<file path="src/rtl/irqc_pkg.sv">
// Shared constants and the source-to-level map for the interrupt level controller.
// Assumes a 32-bit source word with bit 31 reserved as the master block.
package irqc_pkg;
    localparam int DW     = 32;
    localparam int LVL_W  = 4;
    localparam int NLVL   = 16;
    localparam logic [DW-1:0] ERR_BITS  = 32'h7800_0000;
    localparam logic [DW-1:0] PCPU_BITS = 32'hFFFE_0080;
    localparam int TMR_EN_BIT = 7;
    localparam int SOFT_BASE  = 16;
    localparam int MASK_ALL   = 31;

    // Global register offsets
    localparam logic [2:0] G_PEND = 3'd0;
    localparam logic [2:0] G_MASK = 3'd1;
    localparam logic [2:0] G_SET  = 3'd2;
    localparam logic [2:0] G_CLR  = 3'd3;
    localparam logic [2:0] G_TGT  = 3'd4;
    // Per-CPU sub offsets
    localparam logic [1:0] P_READ = 2'd0;
    localparam logic [1:0] P_SET  = 2'd1;
    localparam logic [1:0] P_CLR  = 2'd2;

    // Level for bus level n (1..7)
    function automatic logic [LVL_W-1:0] bus_level(input int n);
        case (n)
            1: return 4'd2;
            2: return 4'd3;
            3: return 4'd5;
            4: return 4'd7;
            5: return 4'd9;
            6: return 4'd11;
            7: return 4'd13;
            default: return 4'd0;
        endcase
    endfunction

    // Processor level of global source bit idx; 0 means never delivered
    function automatic logic [LVL_W-1:0] src_level(input int idx);
        if (idx >= 27 && idx <= 30) return 4'd15;
        if (idx <= 6)               return bus_level(idx + 1);
        if (idx >= 7 && idx <= 13)  return bus_level(idx - 6);
        case (idx)
            14, 15: return 4'd12;
            16:     return 4'd6;
            17:     return 4'd13;
            18:     return 4'd4;
            19:     return 4'd10;
            20:     return 4'd8;
            21:     return 4'd9;
            22:     return 4'd11;
            default: return 4'd0;
        endcase
    endfunction
endpackage

</file>
<file path="src/rtl/irqc_gmask.sv">
// Global mask word (set/clear ports) and device target register.
// Assumes at most one of the write strobes is active per cycle.
module irqc_gmask
    import irqc_pkg::*;
#(
    parameter int CPUW = 2
) (
    input  logic            clk,
    input  logic            rst_n,
    input  logic            wr_set,
    input  logic            wr_clr,
    input  logic            wr_tgt,
    input  logic [DW-1:0]   wdata,
    output logic [DW-1:0]   mask_q,
    output logic [CPUW-1:0] tgt_q
);
    // Mask register: reset to all blocked, ones in data set or clear bits
    always_ff @(posedge clk) begin
        if (!rst_n)      mask_q <= '1;
        else if (wr_set) mask_q <= mask_q | wdata;
        else if (wr_clr) mask_q <= mask_q & ~wdata;
    end

    // Target register: CPU index that receives device levels
    always_ff @(posedge clk) begin
        if (!rst_n)      tgt_q <= '0;
        else if (wr_tgt) tgt_q <= wdata[CPUW-1:0];
    end
endmodule

</file>
<file path="src/rtl/irqc_pcpu_bank.sv">
// Bank of per-CPU words holding software requests and the timer enable.
// Assumes one-hot (or zero) strobes; only PCPU_BITS are storable.
module irqc_pcpu_bank
    import irqc_pkg::*;
#(
    parameter int NCPU = 4
) (
    input  logic                     clk,
    input  logic                     rst_n,
    input  logic [NCPU-1:0]          wr_set,
    input  logic [NCPU-1:0]          wr_clr,
    input  logic [DW-1:0]            wdata,
    output logic [NCPU-1:0][DW-1:0]  bank_q
);
    for (genvar c = 0; c < NCPU; c++) begin : g_word
        // One word per CPU, set/clear limited to the implemented bits
        always_ff @(posedge clk) begin
            if (!rst_n)         bank_q[c] <= '0;
            else if (wr_set[c]) bank_q[c] <= bank_q[c] | (wdata & PCPU_BITS);
            else if (wr_clr[c]) bank_q[c] <= bank_q[c] & ~(wdata & PCPU_BITS);
        end
    end
endmodule

</file>
<file path="src/rtl/irqc_lvl_enc.sv">
// Priority encoder: highest set request among levels 1..15, 0 if none.
// Assumes request bit 0 is unused.
module irqc_lvl_enc
    import irqc_pkg::*;
(
    input  logic [NLVL-1:0]  req,
    output logic [LVL_W-1:0] level
);
    // Ascending scan, so the last hit is the highest level
    always_comb begin
        level = '0;
        for (int i = 1; i < NLVL; i++) begin
            if (req[i]) level = LVL_W'(i);
        end
    end
endmodule

</file>
<file path="src/rtl/irq_level_ctrl.sv">
// Top of the interrupt level controller: register decode, global source
// mapping, per-CPU request merge and registered level outputs.
// Assumes a single-cycle register port with combinational reads.
module irq_level_ctrl
    import irqc_pkg::*;
#(
    parameter  int NCPU   = 4,
    localparam int CPUW   = (NCPU > 1) ? $clog2(NCPU) : 1,
    localparam int ADDR_W = 1 + (((CPUW + 2) > 3) ? (CPUW + 2) : 3)
) (
    input  logic                  clk,
    input  logic                  rst_n,
    input  logic [DW-1:0]         src_i,
    input  logic [NCPU-1:0]       tmr_i,
    input  logic                  reg_wr,
    input  logic [ADDR_W-1:0]     reg_addr,
    input  logic [DW-1:0]         reg_wdata,
    output logic [DW-1:0]         reg_rdata,
    output logic [NCPU*LVL_W-1:0] cpu_level_o
);
    logic                    pspace;
    logic [2:0]              goff;
    logic [1:0]              poff;
    logic [CPUW-1:0]         pidx;
    logic                    g_set, g_clr, g_tgt;
    logic [NCPU-1:0]         p_set, p_clr;
    logic [DW-1:0]           mask_q;
    logic [CPUW-1:0]         tgt_q;
    logic [NCPU-1:0][DW-1:0] pcpu_q;
    logic [NLVL-1:0]         dev_req, err_req;
    logic [NCPU-1:0]         tmr_req;

    assign pspace = reg_addr[ADDR_W-1];
    assign goff   = reg_addr[2:0];
    assign poff   = reg_addr[1:0];
    assign pidx   = reg_addr[CPUW+1:2];

    // Write strobe decode for global and per-CPU spaces
    always_comb begin
        g_set = reg_wr && !pspace && goff == G_SET;
        g_clr = reg_wr && !pspace && goff == G_CLR;
        g_tgt = reg_wr && !pspace && goff == G_TGT;
        p_set = '0;
        p_clr = '0;
        for (int c = 0; c < NCPU; c++) begin
            if (reg_wr && pspace && pidx == CPUW'(c)) begin
                p_set[c] = poff == P_SET;
                p_clr[c] = poff == P_CLR;
            end
        end
    end

    irqc_gmask #(.CPUW(CPUW)) u_gmask (
        .clk(clk), .rst_n(rst_n), .wr_set(g_set), .wr_clr(g_clr),
        .wr_tgt(g_tgt), .wdata(reg_wdata), .mask_q(mask_q), .tgt_q(tgt_q)
    );

    irqc_pcpu_bank #(.NCPU(NCPU)) u_bank (
        .clk(clk), .rst_n(rst_n), .wr_set(p_set), .wr_clr(p_clr),
        .wdata(reg_wdata), .bank_q(pcpu_q)
    );

    // Read mux: raw pending, mask, target, or a per-CPU word
    always_comb begin
        reg_rdata = '0;
        if (!pspace) begin
            case (goff)
                G_PEND:  reg_rdata = {1'b0, src_i[DW-2:0]};
                G_MASK:  reg_rdata = mask_q;
                G_TGT:   reg_rdata = DW'(tgt_q);
                default: reg_rdata = '0;
            endcase
        end else if (poff == P_READ && int'(pidx) < NCPU) begin
            reg_rdata = pcpu_q[pidx];
        end
    end

    // Map unmasked global lines onto device and broadcast error levels
    always_comb begin
        dev_req = '0;
        err_req = '0;
        for (int i = 0; i < DW - 1; i++) begin
            if (src_i[i] && !mask_q[i] && !mask_q[MASK_ALL]
                && src_level(i) != '0) begin
                if (ERR_BITS[i]) err_req[src_level(i)] = 1'b1;
                else             dev_req[src_level(i)] = 1'b1;
            end
        end
    end

    for (genvar c = 0; c < NCPU; c++) begin : g_cpu
        logic [NLVL-1:0]  req;
        logic [LVL_W-1:0] lvl_d;

        assign tmr_req[c] = tmr_i[c] && pcpu_q[c][TMR_EN_BIT];

        // Merge broadcast, routed device, software and timer requests
        always_comb begin
            req = err_req;
            if (tgt_q == CPUW'(c)) req = req | dev_req;
            req[NLVL-1:1] = req[NLVL-1:1] | pcpu_q[c][DW-1:SOFT_BASE+1];
            if (tmr_req[c]) req[14] = 1'b1;
            req[0] = 1'b0;
        end

        irqc_lvl_enc u_enc (.req(req), .level(lvl_d));

        // Registered level output for this CPU
        always_ff @(posedge clk) begin
            if (!rst_n) cpu_level_o[c*LVL_W +: LVL_W] <= '0;
            else        cpu_level_o[c*LVL_W +: LVL_W] <= lvl_d;
        end
    end
endmodule

</file>
<file path="config.mk">
export PLATFORM = sky130hd
export DESIGN_NAME = irq_level_ctrl
export DESIGN_NICKNAME = d
export VERILOG_FILES = /design/src/rtl/irqc_pkg.sv /design/src/rtl/irqc_gmask.sv /design/src/rtl/irqc_pcpu_bank.sv /design/src/rtl/irqc_lvl_enc.sv /design/src/rtl/irq_level_ctrl.sv
export SDC_FILE = /design/constraint.sdc
export NUM_CORES = 1
export LEC_CHECK = 0
export ABC_AREA = 1
export CORE_ASPECT_RATIO = 0.7
export CORE_MARGIN = 3
export CORE_UTILIZATION = 64
export DETAILED_ROUTE_END_ITERATION = 10
export DONT_BUFFER_PORTS = 1
export GPL_ROUTABILITY_DRIVEN = 0
export PLACE_DENSITY = 0.8
export SETUP_SLACK_MARGIN = 0.5
export SLEW_MARGIN = 20
export SYNTH_ARGS = -nofsm -noshare
export SYNTH_HDL_FRONTEND = slang
export SYNTH_SLANG_ARGS = --single-unit
</file>
<file path="constraint.sdc">
create_clock -name clk -period 1.81 [get_ports clk]
set_input_delay 0.2715 -clock clk [delete_from_list [all_inputs] [get_ports clk]]
set_output_delay 0.2715 -clock clk [all_outputs]
set_load 0.02 [all_outputs]
</file>
==> impl_results.md, run 1 <==
* Root Buffer: clkbuf_16
* Status: stopped before the end
* Max Buffers Root-to-Sink at 2
* Initial core utilization at 0.679
* Width of the die at 125 µm
* Synth Instances at 1004
* Seq/Total Area, Yosys at 0.359
* Detailed placement HPWL at 17300 µm
* H-tree levels at 4
* CTS sink cnt at 114
* Die Ht at 89.4 µm
* Total I/O pin count at 124
* Total CTS buffers at 17
* GR Util All Layers at 0.738
* Num rows at 29
* Run Error: [ERROR GRT-0116] Global routing finished with congestion. Check the congestion regions in the DRC Viewer.
* First-pass GRT wire length at 62800 µm
* GR Overflow Total at 3
* Syn Std Cell Area at 0.00636 mm²
* Vias in the first global route at 10767
* Largest net degree at the start of global routing at 52
* Fail Step: 5_1_grt
* Mapped Nets at 1080
* IO buf count at 0
* Synth warn at 0
* Netlist cell types at 31
* Syn_area_per_cell at 6.34 µm²
* Synthesized flop and latch total at 114
## metal layers
| layer | track usage | overflow |
|---|---|---|
| met2 | 0.926 | 1 |
| met5 | 0.193 | 0 |
| met4 | 0.736 | 2 |
| met1 | 0.718 | 0 |
| met3 | 0.620 | 0 |
## cell usage after synthesis, drive strengths merged
cell	count	area share
a31oi	2	0.0020
dfxtp	114	0.36
nor2	35	0.025
nand3	79	0.062
buf	12	0.0098
o211ai	2	0.0024
a22o	2	0.0028
inv	171	0.10
o32ai	1	0.0014
nand4	1	0.00098
o22ai	14	0.014
o21bai	2	0.0024
a21oi	108	0.086
nand2	239	0.14
clkbuf	30	0.018
o21ai	155	0.12
nor3	9	0.010
a32o	4	0.0063
o221ai	5	0.0069
a221oi	16	0.022
nor4	3	0.0053
## kinds of logic after synthesis
family,Yosys count,share of synthesized area
compound gates,311,0.268
buf+inv,213,0.128
simple gates,366,0.245
flops,114,0.359
## metrics by stage
step	cell area, µm²	util	worst slack, ns	instances	hold WS, ns
floorplan	7020	-	0.352	1004	0.397
detailed placement	7170	0.766	0.0529	1119	0.364
global placement	7170	0.766	0.134	1119	0.360
CTS	9000	0.961	0.0469	1226	0.000283
## what timing repair did
item	in CTS
cloned	2
buffers inserted	40
endpoints found under the hold margin	58
gates resized for setup	168
pin swaps	52
endpoints found under the setup margin	48
hold buffers	33
==> inputs of run 2 (changes only) <==
--- a/config.mk
+++ b/config.mk
@@ -6,14 +6,12 @@
 export NUM_CORES = 1
 export LEC_CHECK = 0
 export ABC_AREA = 1
-export CORE_ASPECT_RATIO = 0.7
 export CORE_MARGIN = 3
-export CORE_UTILIZATION = 64
+export CORE_UTILIZATION = 40
 export DETAILED_ROUTE_END_ITERATION = 10
 export DONT_BUFFER_PORTS = 1
 export GPL_ROUTABILITY_DRIVEN = 0
-export PLACE_DENSITY = 0.8
-export SETUP_SLACK_MARGIN = 0.5
+export PLACE_DENSITY_LB_ADDON = 0.15
 export SLEW_MARGIN = 20
 export SYNTH_ARGS = -nofsm -noshare
 export SYNTH_HDL_FRONTEND = slang
==> impl_results.md, run 2 <==
* Reg-to-Reg End: cpu_level_o[8]
* Finish-stage setup viols at 2
* Hold crit path type: in -> reg
* CP top delay family: simple AND/OR/NAND/NOR gates
* Largest net degree at the start of global routing at 76
* Endpoints failing hold at 0
* Post-place setup slack at -0.375 ns (was 0.0529 ns)
* Crit path kind: reg -> reg
* Synth warn at 0 (unchanged)
* Commonest cells post-synth: nand2_1, inv_1, o21ai_0 (unchanged)
* Worst reg2reg startpoint: u_gmask.tgt_q[0]
* Final ANT Viol Nets at 0
* Seq/Total Area, Yosys at 0.359 (unchanged)
* Drt first pass iters at 6
* Crit path max fanout at 6
* Synth Instances at 1004 (unchanged)
* Detail-routed net length per standard cell at 19.5 µm
* CTS sink cnt at 114 (unchanged)
* Clk_lat worst skew at 0.42 ns
* Hold path cells at 2
* DRC at 0
* Status: complete, but fails checks (was stopped before the end)
* Worst Clk Skew at 0.00542 ns
* Core area at 0.0154 mm²
* Area of the multi-input gates at 0.00348 mm²
* GR Util All Layers at 0.296
* Crit-path slowest cell: dfxtp_4
* Initial core utilization at 0.414 (was 0.679)
* Netlist cell types at 31 (unchanged)
* Vias at 7544
* Fillers at 1549
* Fin crit share at 1.02
* Synth top area share at 0.359 (unchanged)
* Max Freq at 543 MHz
* Kind of end point of the critical path: flop
* Die area at 0.0175 mm²
* Tmin final at 1.84 ns
* Failing checks: setup timing
* Max-cap violations at 0
* Async S/R FF share, synth at 0 (unchanged)
* Required @ worst endpoint at 2.16 ns
* Hold_sp: reg_wdata[17]
* Most common cell in the netlist: nand2_1 (unchanged)
* First-pass GRT wire length at 40100 µm
* Commonest non-fill, non-tap cell in the layout: nand2_1
* Antenna violations before repair at 0
* CTS tree: done
* Crit path launch: u_gmask.tgt_q[0]
* Layout Nets at 1203
* Initial detailed-routing violation count at 741
* Syn Std Cell Area at 0.00636 mm² (unchanged)
* Max-slew violations at 0
* Mapped Nets at 1080 (unchanged)
* RSZ-0062 raised after global routing: yes
* Worst Path Arrival at 2.19 ns
* Count of flip-flops with a built-in enable after synthesis at 0 (unchanged)
* Syn_area_per_cell at 6.34 µm² (unchanged)
* Area growth, synth to finish at 33.3%
* R2R Setup Slk at -0.03 ns
* VDD IR-drop max at 710 µV
* FF/Latch Area at 0.00230 mm²
* GR Overflow Total at 0
* Total CTS buffers at 17 (unchanged)
* Max Buffers Root-to-Sink at 2 (unchanged)
* Delay of the slowest critical-path stage at 0.37 ns
* Vias in the first global route at 7024
* Worst Setup Slack, final at -0.0314 ns
* Synth area leader: dfxtp_1 (unchanged)
* CP startpoint kind: flop
* Setup TNS at -0.0595 ns
* PD cells at 755 mW/mm²
* Synthesized flop and latch total at 114 (unchanged)
* Ys flop type: dfxtp_1 (unchanged)
* Final Routed Wirelength at 26300 µm
* Cell mode on critical path: nand2_1
* Critical-path cell list: buf_6 > nor2_4 > nand3_2 > nand2_1 > inv_2 > nand2_2 > nand2_1 > nand2_1 > nand2_1 > nand2_1 > nand2_1 > nand2_1 > nand2_1 > nand2_1 > nand2_1 > nand2_1 > nand2_1 > a21oi_2
* Worst Tran Pin Value at 0.693 ns
* Root Buffer: clkbuf_16 (unchanged)
* Worst reg2reg path depth at 18
* Vias/cell at 5.59
* Die Ht at 132 µm (was 89.4 µm)
* CTS clk-pin slew, worst paths at 0.05 ns
* Width of the die at 132 µm (was 125 µm)
* Buf/Inv on CP at 2
* H-tree levels at 4 (unchanged)
* Total Power at 6.40 mW
* Most frequent cells in the layout: nand2_1, inv_1, o21ai_0
* Top cells by area, synth: dfxtp_1, nand2_1, o21ai_0 (unchanged)
* Slew headroom at 0.537
* Num rows at 45 (was 29)
* Leak at 3.56 nW
* IO buf count at 0 (unchanged)
* N_diodes at 0
* Detailed placement HPWL at 18700 µm (was 17300 µm)
* Total I/O pin count at 124 (unchanged)
* Layout cells sized above 1 at 0.196
==> run 2: cell counts after synthesis <==
Identical to the previous run, type by type.
==> run 2: kinds of logic (layout without fill, tap and decap cells) <==
| group | after synthesis | after routing | synth area share |
|---|---|---|---|
| AOI/OAI and AO/OA | 311 | 311 | 0.268 |
| and+or+nand+nor | 366 | 366 | 0.245 |
| DFF | 114 | 114 | 0.359 |
| buffers and inverters | 213 | 347 | 0.128 |
==> run 2: layout make-up <==
class / instances / area share
clock buffers: 24 / 0.0580
clock inverters: 6 / 0.00649
inverters: 171 / 0.0757
multi-input cells: 677 / 0.411
flip-flops and latches: 114 / 0.271
well taps: 211 / 0.0311
repair buffers: 146 / 0.147
==> run 2: worst max-delay path by stage <==
stage / to / slack (ns) / depth (start not counted)
floorplan: reg_rdata[31] / 0.01 / 6
global placement: reg_rdata[20] / -0.30 / 7
detailed placement: reg_rdata[20] / -0.37 / 7
CTS: reg_rdata[20] / -0.04 / 6
global route: cpu_level_o[8] / -0.19 / 18
finish: cpu_level_o[8] / -0.03 / 18
==> run 2: through the flow <==
step / utilization / std cells / hold WS (ns) / instance area, µm²
CTS: 0.537 / 1342 / 0.000693 / 8250
global route: 0.552 / 1349 / 0.000316 / 8480
detailed placement: 0.472 / 1277 / 0.365 / 7260
global placement: 0.472 / 1277 / 0.361 / 7260
floorplan: - / 1004 / 0.398 / 6360
finish: 0.552 / 1349 / 0.0147 / 8480
==> run 2: metal layers <==
layer	vias to the layer above	share of wire	wire, µm	global-route usage
met4	0	0.042	1110	0.137
met1	3524	0.41	10800	0.384
met2	371	0.46	12100	0.464
met3	72	0.086	2260	0.0714
li1	3577	-	-	-
met5	-	0	0	0
==> run 2: what timing repair did <==
action	in CTS	in global routing
hold buffers	34	1
pin swaps	4	5
endpoints found under the setup margin	25	28
setup buffers	1	7
hold endpoints to repair	90	1
gates resized for setup	31	64
==> run 2: power breakdown <==
group	switching, mW	internal, mW
Combinational	0.435	0.245
Clock	1.13	2.00
Sequential	0.0448	2.55
Total	1.61	4.80
Power figures use the tool's default switching activity.
